### src/rtl/pis_pkg.sv
package pis_pkg;

   typedef enum logic {
      XF_FWD = 1'b0,
      XF_INV = 1'b1
   } xf_mode_e;

   function automatic bit is_pow2(input int v);
      return (v >= 2) && ((v & (v - 1)) == 0);
   endfunction

endpackage

### src/rtl/pis_tap_bank.sv
module pis_tap_bank #(
   parameter int DATA_W = 16,
   parameter int RADIX  = 8
) (
   input  logic                    clk,
   input  logic                    rst_n,
   input  logic                    ld_vld,
   input  logic [RADIX*DATA_W-1:0] ld_lanes,
   output logic [DATA_W-1:0]       head
);
   localparam int DEPTH  = RADIX * (RADIX - 1) + 1;
   localparam int SR_W   = DEPTH * DATA_W;
   localparam int STRIDE = RADIX * DATA_W;

   logic [SR_W-1:0] sr_q;
   logic [SR_W-1:0] shifted;
   logic [SR_W-1:0] sr_d;

   // every position takes the one above; the top fills with zero
   assign shifted = {{DATA_W{1'b0}}, sr_q[SR_W-1:DATA_W]};

   always_comb begin
      sr_d = shifted;
      if (ld_vld) begin
         for (int i = 0; i < RADIX; i++) begin
            sr_d[i*STRIDE +: DATA_W] = ld_lanes[i*DATA_W +: DATA_W];
         end
      end
   end

   always_ff @(posedge clk) begin
      if (!rst_n) sr_q <= '0;
      else        sr_q <= sr_d;
   end

   assign head = sr_q[DATA_W-1:0];

endmodule

### src/rtl/pis_frame_ctr.sv
module pis_frame_ctr #(
   parameter int N_PTS = 64
) (
   input  logic                     clk,
   input  logic                     rst_n,
   input  logic                     ld_first,
   input  logic                     mode,
   output logic                     frm_valid,
   output logic [$clog2(N_PTS)-1:0] frm_cnt,
   output logic                     mode_q
);
   localparam int CNT_W = $clog2(N_PTS);
   localparam logic [CNT_W-1:0] LAST = CNT_W'(N_PTS - 1);

   always_ff @(posedge clk) begin
      if (!rst_n) begin
         frm_valid <= 1'b0;
         frm_cnt   <= '0;
         mode_q    <= 1'b0;
      end else if (ld_first) begin
         frm_valid <= 1'b1;
         frm_cnt   <= '0;
         mode_q    <= mode;
      end else if (frm_valid) begin
         if (frm_cnt == LAST) begin
            frm_valid <= 1'b0;
            frm_cnt   <= '0;
         end else begin
            frm_cnt <= frm_cnt + 1'b1;
         end
      end
   end

endmodule

### src/rtl/pis_post_xform.sv
module pis_post_xform #(
   parameter int DATA_W      = 16,
   parameter int SCALE_SH    = 6,
   parameter bit INV_SUPPORT = 1'b1
) (
   input  logic              inv,
   input  logic [DATA_W-1:0] in_re,
   input  logic [DATA_W-1:0] in_im,
   output logic [DATA_W-1:0] out_re,
   output logic [DATA_W-1:0] out_im
);
   generate
      if (INV_SUPPORT) begin : g_inv
         logic [DATA_W-1:0] sc_re;
         logic [DATA_W-1:0] sc_im;
         // swap first, then sign-extending right shift, low bits dropped
         assign sc_re  = DATA_W'($signed(in_im) >>> SCALE_SH);
         assign sc_im  = DATA_W'($signed(in_re) >>> SCALE_SH);
         assign out_re = inv ? sc_re : in_re;
         assign out_im = inv ? sc_im : in_im;
      end else begin : g_fwd_only
         logic unused_inv;
         assign unused_inv = inv;
         assign out_re     = in_re;
         assign out_im     = in_im;
      end
   endgenerate

endmodule

### src/rtl/pis_out_stage.sv
module pis_out_stage
   import pis_pkg::*;
#(
   parameter int DATA_W      = 16,
   parameter int RADIX       = 8,
   parameter bit INV_SUPPORT = 1'b1
) (
   input  logic                    clk,
   input  logic                    rst_n,
   input  logic                    ld_vld,
   input  logic                    ld_first,
   input  logic                    mode,
   input  logic [RADIX*DATA_W-1:0] ld_re,
   input  logic [RADIX*DATA_W-1:0] ld_im,
   output logic                    out_valid,
   output logic [DATA_W-1:0]       dout_re,
   output logic [DATA_W-1:0]       dout_im
);
   localparam int N_PTS    = RADIX * RADIX;
   localparam int CNT_W    = $clog2(N_PTS);
   localparam int SCALE_SH = $clog2(N_PTS);

   generate
      if (!is_pow2(RADIX)) begin : g_bad_radix
         $error("pis_out_stage: RADIX must be a power of two of at least 2");
      end
      if (DATA_W <= SCALE_SH) begin : g_bad_width
         $error("pis_out_stage: DATA_W must exceed the scaling shift");
      end
   endgenerate

   logic [DATA_W-1:0] head_re;
   logic [DATA_W-1:0] head_im;
   logic [CNT_W-1:0]  frm_cnt;
   logic              mode_q;
   xf_mode_e          mode_sel;

   pis_tap_bank #(.DATA_W(DATA_W), .RADIX(RADIX)) u_bank_re (
      .clk      (clk),
      .rst_n    (rst_n),
      .ld_vld   (ld_vld),
      .ld_lanes (ld_re),
      .head     (head_re)
   );

   pis_tap_bank #(.DATA_W(DATA_W), .RADIX(RADIX)) u_bank_im (
      .clk      (clk),
      .rst_n    (rst_n),
      .ld_vld   (ld_vld),
      .ld_lanes (ld_im),
      .head     (head_im)
   );

   pis_frame_ctr #(.N_PTS(N_PTS)) u_ctr (
      .clk       (clk),
      .rst_n     (rst_n),
      .ld_first  (ld_first),
      .mode      (mode),
      .frm_valid (out_valid),
      .frm_cnt   (frm_cnt),
      .mode_q    (mode_q)
   );

   assign mode_sel = xf_mode_e'(mode_q);

   pis_post_xform #(
      .DATA_W      (DATA_W),
      .SCALE_SH    (SCALE_SH),
      .INV_SUPPORT (INV_SUPPORT)
   ) u_xform (
      .inv    (mode_sel == XF_INV),
      .in_re  (head_re),
      .in_im  (head_im),
      .out_re (dout_re),
      .out_im (dout_im)
   );

endmodule

### config.mk
export PLATFORM = sky130hd
export DESIGN_NAME = pis_out_stage
export DESIGN_NICKNAME = d
export VERILOG_FILES = /design/src/rtl/pis_pkg.sv /design/src/rtl/pis_tap_bank.sv /design/src/rtl/pis_frame_ctr.sv /design/src/rtl/pis_post_xform.sv /design/src/rtl/pis_out_stage.sv
export SDC_FILE = /design/constraint.sdc
export NUM_CORES = 2
export LEC_CHECK = 0
export BUFFER_PORTS_ARGS = -buffer_cell sky130_fd_sc_hd__buf_2
export CAP_MARGIN = 10
export CORE_AREA = 2 2 313 315
export CTS_CLUSTER_DIAMETER = 150
export DETAILED_ROUTE_END_ITERATION = 8
export DIE_AREA = 0 0 315 317
export MAX_ROUTING_LAYER = met4
export PLACE_DENSITY = 0.73
export SYNTH_ARGS = -nofsm -noshare
export SYNTH_HDL_FRONTEND = slang
export SYNTH_HIERARCHICAL = 1
export SYNTH_SLANG_ARGS = --single-unit
export TNS_END_PERCENT = 5
### constraint.sdc
create_clock -name clk -period 2.2 [get_ports clk]
set_input_delay 0.11 -clock clk [delete_from_list [all_inputs] [get_ports clk]]
set_output_delay 0.11 -clock clk [all_outputs]
set_load 0.02 [all_outputs]
==> results.toml <==
[drt]
via_per_inst = 4.402
drt_iter0_markers = 1318
post_drt_wl_per_cell_um = 14.06
drc = 0
ant_nets = 0
first_pass_iters = 4
vias = 27250
wirelength_mm = 87.00

[die]
start_util_pct = 54.81
core_region_area_sq_um = 96280
die_area_sq_um = 99860
ios = 294
num_rows = 114
die_w_um = 315
die_h_um = 317

[sta]
hold_viol_final = 0
fin_crit_ps = 2046
min_period_over_period_pct = 93.02
tightest_slew_ps = 586.1
slew_headroom_pct = 60.93
rsz0062_at_grt = "no"
final-setup-viol-count = 0
fmax_ghz = 0.4887
fin_tns_setup_ps = 0
fin_skew_ps = 17.67
hold_ws_ps = 72.70
report.final.slew_viol_count = 0

[setup_path]
endpoint_kind = "output pin"
critical_path_class = "flop to output pin"
critPathTopFamily = "flip-flops"
path_cells = "buf_12 -> mux2_4 -> buf_2"
endpoint = "dout_im[7]"
rrSetupSlack_ps = 520
cpPeakStageDelay_ps = 480
worstPathMaxFanout = 21
critPathArrivalTime_ps = 1940
r2r_start = "u_bank_im/sr_q[153]"
path_buf_inv = 2
startpoint = "u_ctr/mode_q"
reg2reg_to = "u_bank_im/sr_q[137]"
reg2reg_depth = 4
critical_path.slowest_cell = "dfxtp_4"
path_depth = 3
required_ps = 2090
worst_setup_path_start_kind = "flop"

[placed_design]
gp_congestion = 0.8209
port_buffers = 293
dpl.hpwl_mm = 47.12

[global_route]
grt_util_met1_pct = 22.06
grt_pass1_vias = 26940
grt_busiest_layer = "met2"
grt_pass1_wl_mm = 137.0
overflow = 0
grt_util_met2_pct = 28.18
grt_usage_pct = 17.92
grtUsageMet3_pct = 4.043
antenna_found_initial = 11
grt_max_degree = 190

[worst_hold_path]
hp-class = "primary input to flop"
hold_start = "ld_vld"

[synth]
yosysTopAreaCell = "dfxtp_1"
ys_types = 32
synthArstFlopShare_pct = 0
synth_compound_area_share_pct = 0.07350
synth_xor_area_share_pct = 0.03319
synth_top_family_by_area = "simple AND/OR/NAND/NOR gates"
synthMuxAreaShare_pct = 5.183
ys_seq_elements = 1832
synth_edf_count = 0
synth_fa_ha_area_share_pct = 0.02371
syn_area_per_cell_sq_um = 12.54
ys.flop_type = "dfxtp_1"
syn-instance-count = 4207
yosysTopAreaCellShare_pct = 69.50
yosys_warnings = 6
yosysSeqAreaShare_pct = 69.50
synth_area_leaders = "dfxtp_1, and2_1, mux2i_1, nor2b_1, clkbuf_2"
syn_nets = 4469
synthesis.area_sq_um = 52770
synth-simple-area-share_pct = 21.80

[final_layout]
layout-drive-gt1-share_pct = 12.77
nets = 5033
multi_input_comb_area_sq_um = 14310
area_growth_pct = 20.34
nFillCells = 6973
register_area_sq_um = 36680

[cts]
cts_setup_buffers = 0
insertion_delay_ps = 740
cts_buffers = 169
clock_sinks = 1832
ctsLongestPathBuffers = 3
htreeDepth = 4
clk_pin_slew_ps = 60
cts_tree = "done"
clk_root_buffer_cell = "clkbuf_16"

[pwr]
worst_ir_drop_vdd_mv = 0.7648
p_leak_uw = 0.02724
cellPowerDensity_nw_per_um2 = 1016

[flow_run]
cap_violations = 0

[outcome]
status = "finished clean"
-- how the worst min path moves through the flow --
stage                                to  slack [ps]  cells past startpoint
finish              u_bank_im/sr_q[138]          70                      4
global route        u_bank_im/sr_q[653]          50                      4
CTS                 u_bank_im/sr_q[653]           6                      4
detailed placement  u_bank_im/sr_q[910]         350                      2
global placement    u_bank_im/sr_q[907]         350                      2
floorplan                  u_ctr/mode_q         240                      1
-- timing repair --
action | in CTS | in global routing
gates resized for setup | 0 | 1
hold buffers | 329 | 0
setup endpoints to repair | 0 | 21
hold endpoints to repair | 332 | 0
-- through the flow --
step,cell area (sq um),std cells,util [%],power [uW],setup slack (ps)
after global routing,63500,6187,65.95,66900,65.59
after global placement,54600,5547,56.71,36080,779.2
final,63510,6190,65.96,64510,153.6
after detailed placement,54600,5547,56.71,36100,742.6
after floorplan,52770,4207,-,35620,927.3
after CTS,63470,6178,65.93,65200,2.414
-- cell families (layout without fill, tap and decap cells) --
family	Yosys count	after routing
xor gates and xnor gates	2	2
muxes	258	258
DFF	1832	1832
other	0	12
buffers and inverters	267	962
adders and majority gates	1	1
and+or+nand+nor	1841	1841
AOI/OAI and AO/OA	6	6
-- metal layers --
layer | vias up | wire [um]
met5 | - | 0
met4 | 0 | 3179
met3 | 189 | 3470
met2 | 444 | 40060
met1 | 12580 | 40290
li1 | 14040 | -
-- flip-flops by register name (all words and copies together), names as in the netlist --
name and flops:
u_bank_im/sr_q 912, u_bank_re/sr_q 912, u_ctr/frm_cnt 6, u_ctr/frm_valid 1, u_ctr/mode_q 1
-- area by class of cell --
class                   instances  share of cell area, %
diodes                         12                0.04728
clock buffers                 250                  7.877
flip-flops and latches       1832                  57.76
inverters                       1               0.005911
repair buffers                659                  8.357
multi-input cells            2108                  22.53
well taps                    1276                  2.514
clock inverters                52                 0.9122
-- worst min-delay path, stage by stage --
cell and delay (ps):
buf_8 160, buf_12 200, mux2i_1 140, nor2b_1 110
-- power by group --
group	switching, uW	leakage [uW]	total [uW]	internal, uW
combinational	991	0.00965	2090	1100
sequential	119	0.0148	33700	33600
clock	11700	0.00276	28700	16900
-- Yosys cell counts (4+ instances only) --
cell and instances:
buf_2 32, nor2b_1 225, clkbuf_1 46, buf_4 34
mux2i_1 226, nand2_1 4, buf_6 5, buf_12 25
mux2_4 30, clkbuf_2 122, dfxtp_1 1832, and2_1 1568
and3_1 32
-- layout by cell type, fill, tap and decap left out, drive strengths merged, types with 2 or more instances in the layout --
master	count
and2	1568
and3	32
buf	330
bufinv	10
clkbuf	250
clkinv	33
clkinvlp	3
dfxtp	1832
diode	12
dlygate4sd3	329
inv	7
mux2	32
mux2i	226
nand2	4
nand3	3
nand4	2
nor2	3
nor2b	225
xor2	2
Note: power is estimated with default switching activity, not from simulation.
